$ cat src/rtl/i2c_addr_match_pkg.sv
package i2c_addr_match_pkg;

  localparam int BYTE_W = 8;
  localparam int SHORT_W = BYTE_W - 1;

  typedef enum logic {
    FMT_SHORT = 1'b0,
    FMT_LONG  = 1'b1
  } addr_fmt_e;

  // Short format: direction bit (bit 0) takes no part in the compare.
  function automatic logic short_equal(input logic [BYTE_W-1:0] rx,
                                       input logic [BYTE_W-1:0] own);
    return rx[BYTE_W-1:1] == own[BYTE_W-1:1];
  endfunction

  // Long format leading byte: every bit including direction.
  function automatic logic long_equal(input logic [BYTE_W-1:0] rx,
                                      input logic [BYTE_W-1:0] own);
    return rx == own;
  endfunction

  function automatic logic is_general_call(input logic [BYTE_W-1:0] rx);
    return rx == '0;
  endfunction

endpackage

$ cat src/rtl/i2c_addr_window.sv
// Tracks whether the address byte of the current transfer is still pending.
module i2c_addr_window (
  input  logic clk,
  input  logic rst_n,
  input  logic start_det,
  input  logic stop_det,
  input  logic rx_valid,
  input  logic first_byte,
  output logic armed
);

  always_ff @(posedge clk or negedge rst_n) begin
    if (!rst_n) begin
      armed <= 1'b0;
    end else if (start_det) begin
      armed <= 1'b1;
    end else if (stop_det) begin
      armed <= 1'b0;
    end else if (rx_valid && first_byte) begin
      armed <= 1'b0;
    end
  end

endmodule

$ cat src/rtl/i2c_addr_cmp.sv
// Combinational decision for the address byte.
module i2c_addr_cmp
  import i2c_addr_match_pkg::*;
(
  input  logic              evaluate,
  input  addr_fmt_e         fmt,
  input  logic [BYTE_W-1:0] rx_byte,
  input  logic [BYTE_W-1:0] own_addr,
  output logic              hit,
  output logic              gc_hit
);

  logic own_equal;
  logic gc_code;

  always_comb begin
    if (fmt == FMT_LONG) begin
      own_equal = long_equal(rx_byte, own_addr);
    end else begin
      own_equal = short_equal(rx_byte, own_addr);
    end
    gc_code = is_general_call(rx_byte);
    hit     = evaluate && (own_equal || gc_code);
    gc_hit  = evaluate && gc_code;
  end

endmodule

$ cat src/rtl/i2c_addr_flags.sv
// Sticky result flags and the single-cycle event.
module i2c_addr_flags (
  input  logic clk,
  input  logic rst_n,
  input  logic enable,
  input  logic start_det,
  input  logic stop_det,
  input  logic dreg_wr,
  input  logic hit,
  input  logic gc_hit,
  output logic addr_hit,
  output logic gcall_hit,
  output logic hit_evt
);

  always_ff @(posedge clk or negedge rst_n) begin
    if (!rst_n) begin
      addr_hit <= 1'b0;
    end else if (hit) begin
      addr_hit <= 1'b1;
    end else if (dreg_wr && enable) begin
      addr_hit <= 1'b0;
    end
  end

  always_ff @(posedge clk or negedge rst_n) begin
    if (!rst_n) begin
      gcall_hit <= 1'b0;
    end else if (start_det || stop_det) begin
      gcall_hit <= 1'b0;
    end else if (gc_hit) begin
      gcall_hit <= 1'b1;
    end
  end

  always_ff @(posedge clk or negedge rst_n) begin
    if (!rst_n) begin
      hit_evt <= 1'b0;
    end else begin
      hit_evt <= hit;
    end
  end

endmodule

$ cat src/rtl/i2c_addr_match.sv
module i2c_addr_match
  import i2c_addr_match_pkg::*;
(
  input  logic              clk,
  input  logic              rst_n,
  input  logic              enable,
  input  logic              cmp_en,
  input  logic              long_addr,
  input  logic [BYTE_W-1:0] own_addr,
  input  logic [BYTE_W-1:0] rx_byte,
  input  logic              rx_valid,
  input  logic              first_byte,
  input  logic              start_det,
  input  logic              stop_det,
  input  logic              dreg_wr,
  output logic              addr_hit,
  output logic              gcall_hit,
  output logic              hit_evt
);

  logic      armed;
  logic      evaluate;
  logic      hit_now;
  logic      gc_now;
  addr_fmt_e fmt;

  assign fmt = addr_fmt_e'(long_addr);

  // A START or STOP in the same cycle as a byte takes precedence.
  assign evaluate = rx_valid && first_byte && armed && cmp_en && enable
                    && !start_det && !stop_det;

  i2c_addr_window u_window (
    .clk        (clk),
    .rst_n      (rst_n),
    .start_det  (start_det),
    .stop_det   (stop_det),
    .rx_valid   (rx_valid),
    .first_byte (first_byte),
    .armed      (armed)
  );

  i2c_addr_cmp u_cmp (
    .evaluate (evaluate),
    .fmt      (fmt),
    .rx_byte  (rx_byte),
    .own_addr (own_addr),
    .hit      (hit_now),
    .gc_hit   (gc_now)
  );

  i2c_addr_flags u_flags (
    .clk       (clk),
    .rst_n     (rst_n),
    .enable    (enable),
    .start_det (start_det),
    .stop_det  (stop_det),
    .dreg_wr   (dreg_wr),
    .hit       (hit_now),
    .gc_hit    (gc_now),
    .addr_hit  (addr_hit),
    .gcall_hit (gcall_hit),
    .hit_evt   (hit_evt)
  );

endmodule

$ cat config.mk
export PLATFORM = sky130hd
export DESIGN_NAME = i2c_addr_match
export DESIGN_NICKNAME = d
export VERILOG_FILES = /design/src/rtl/i2c_addr_match_pkg.sv /design/src/rtl/i2c_addr_window.sv /design/src/rtl/i2c_addr_cmp.sv /design/src/rtl/i2c_addr_flags.sv /design/src/rtl/i2c_addr_match.sv
export SDC_FILE = /design/constraint.sdc
export NUM_CORES = 1
export LEC_CHECK = 0
export BUFFER_PORTS_ARGS = -buffer_cell sky130_fd_sc_hd__buf_4
export CAP_MARGIN = 5
export CORE_AREA = 2 2 39 41
export DETAILED_ROUTE_END_ITERATION = 8
export DIE_AREA = 0 0 41 43
export HOLD_SLACK_MARGIN = 0.03
export SETUP_SLACK_MARGIN = 0.15
export SLEW_MARGIN = 20
export SYNTH_ARGS = -nofsm -noshare
export SYNTH_HDL_FRONTEND = slang
export SYNTH_SLANG_ARGS = --single-unit
export TNS_END_PERCENT = 10
$ cat constraint.sdc
create_clock -name clk -period 1.5 [get_ports clk]
set_clock_uncertainty 0.2 [all_clocks]
set_input_delay 0.075 -clock clk [delete_from_list [all_inputs] [get_ports clk]]
set_output_delay 0.075 -clock clk [all_outputs]
set_load 0.01 [all_outputs]
==> metrics <==
outcome=complete, but fails checks; violated checks=negative hold slack; final net count=101; CP endpoint kind=register; Die Ht=43 um; chip width=41 um; Reg clk slew, reported paths=40 ps; Post-Syn Area=292 um2; Final Hold Vio Count=1; final setup fails=0; top layer in use=met3; setup bufs post-CTS=0; Yosys Warn Count=0; worst slew pin tran=361 ps; Metal-1 WL=335 um; sequential share of the synthesized area=0.343; CP Max Fanout=2; post-route ant nets=0; EDFF count, synth=0; via count=400; Arr. time, crit path=1190 ps; port bufs=28; area leader, netlist=dfrtp_1; TritonCTS Sinks=4; total grt overflow=0; met3 WL=91 um; pin count of the biggest net entering global routing=5; area of the core=1380 um2; Avg WL per Cell=9.89 um; multiplexer area fraction after synthesis=0; WS Path Type=register to register; DR pass1 iterations=2; largest cells by area after synthesis=dfrtp_1 (34%), xnor2_1 (24%), nand2_1 (6.4%); Flop pwr share=0.307; Pint=0.283 mW; Fmax=0.797 GHz; Syn Inst Count=31; FP Rows=14; antenna diode count=0; crit share post-route=0.836; ratio of cells with drive above 1 in the final layout=0.493; clock latency on the worst-skew pair=230 ps; clk buf depth=2; hold crit path type=input pin to register; htree depth=1; xor-xnor portion of the synthesized cell area=0.240; asr flop ratio synth=1.00; DRT iter0 DRCs=1; maximum VDD drop=205 uV; Synth Area in Adders=0; predominant post-synthesis flop cell=dfrtp_1; post-synth cell types=14; Required @ worst endpoint=1440 ps; P_sw=0.0796 mW; Tot Pwr=0.363 mW; RePlAce Congestion=0.733; post-DP HPWL=713 um; WHS=-2.69 ps; total CTS buffers=3; max_cap viols=0; Clock Power Share=0.361; Synth-to-Final Area Change=131%; Synth top cells by count=xnor2_1 (8), nand2_1 (5), dfrtp_1 (4); Total GRT Usage=0.120; switch share=0.219; pwr/cell area=539 nW/um2; first-pass GRT wire length=1.39 mm; Initial Util=0.211; setup TNS=0 ps; via count of the first global-routing pass=420; die area=1760 um2; headroom to the max-slew limit=0.757; total routed wirelength=880 um; leakage dissipation=0.335 nW; largest family of logic cells by synthesized area=simple AND/OR/NAND/NOR gates; Clock Tree Root=clkbuf_4; crit path time final=1250 ps; Yosys top cell area share=0.343; DRC=0; #FFs+latches synth=4; simple-gate share of the synthesized area=0.253; Compound-Gate Fraction of Synth Area=0.137; Worst Setup Start Kind=register; count of pins over their slew limit=0; unrepaired setup endpoints after global routing=false; Gate power share=0.331; CTS tree=built; count leader, synth=xnor2_1; initial antenna violation count=0; Mean Syn Cell Area=9.40 um2; syn nets=57; Via density=4.49; Top Ports=29; met2 wire length=453 um
-- power by group through the flow --
stage	logic, mW	registers [mW]	clock network (mW)
finish	0.120	0.112	0.131
CTS	0.108	0.112	0.139
floorplan	0.0303	0.113	0
global route	0.131	0.112	0.149
detailed placement	0.0942	0.113	0
global placement	0.0932	0.113	0
-- registers in the layout, indices dropped and copies added (netlist names) --
name               flops
u_flags.gcall_hit      1
u_flags.addr_hit       1
u_window.armed         1
u_flags.hit_evt        1
-- cell families (layout without fill, tap and decap cells) --
group	Yosys count	after routing
AOI/OAI and AO/OA	4	4
xor gates and xnor gates	8	8
buffers and inverters	2	44
DFF	4	4
and+or+nand+nor	13	13
-- area by class of cell --
type / instances / area (um2)
clock buffers: 3 / 22.5
fillers: 150 / 711
inverters: 2 / 7.51
multi-input cells: 25 / 198
flip-flops and latches: 4 / 100
well taps: 16 / 20.0
repair buffers: 39 / 325
-- metrics by stage --
step | hold WS [ps] | utilization | std cells | cell area [um2] | setup WS [ps]
floorplan | -421 | - | 31 | 292 | 384
global placement | -327 | 0.377 | 75 | 522 | 296
detailed placement | -329 | 0.377 | 75 | 522 | 291
CTS | -148 | 0.444 | 85 | 614 | 165
global route | 13.2 | 0.486 | 89 | 673 | 176
finish | -2.69 | 0.486 | 89 | 673 | 246
-- worst max-delay path, cell delays in order, from the launching register on --
cell,delay (ps)
dfrtp_1,340
and4_1,210
o211ai_1,140
o311ai_2,270
-- per-layer routing --
layer	GRT usage	up-vias
met3	0.0157	0
met5	0	-
met4	0.120	0
met2	0.175	25
li1	-	197
met1	0.136	178
-- layout by cell type (no fill, tap or decap), types with 2 or more instances in the layout --
cell / Yosys / layout
dfrtp_1: 4 / 4
nand4_1: 2 / 2
dlygate4sd3_1: 0 / 9
dlymetal6s4s_1: 0 / 2
buf_4: 0 / 28
nand2_1: 5 / 5
clkbuf_4: 0 / 3
inv_1: 2 / 2
xnor2_1: 8 / 7
-- repair_timing --
action | 4_1_cts | 5_1_grt
hold buffers | 7 | 4
setup endpoints to repair | 0 | 2
endpoints found under the hold margin | 8 | 2
gates resized for setup | 0 | 4
-- path summary, 6_finish.rpt --
path,from,end,slack [ps],cells after the start
min in group asynchronous,rst_n,u_flags.hit_evt,540,3
min reg2reg,u_flags.gcall_hit,u_flags.gcall_hit,280,2
max in group asynchronous,rst_n,u_window.armed,400,3
max,u_window.armed,u_flags.addr_hit,250,3
min,rx_byte[4],u_flags.gcall_hit,-3,4
max reg2reg,u_window.armed,u_flags.addr_hit,250,3
Note: power is estimated with default switching activity, not from simulation.
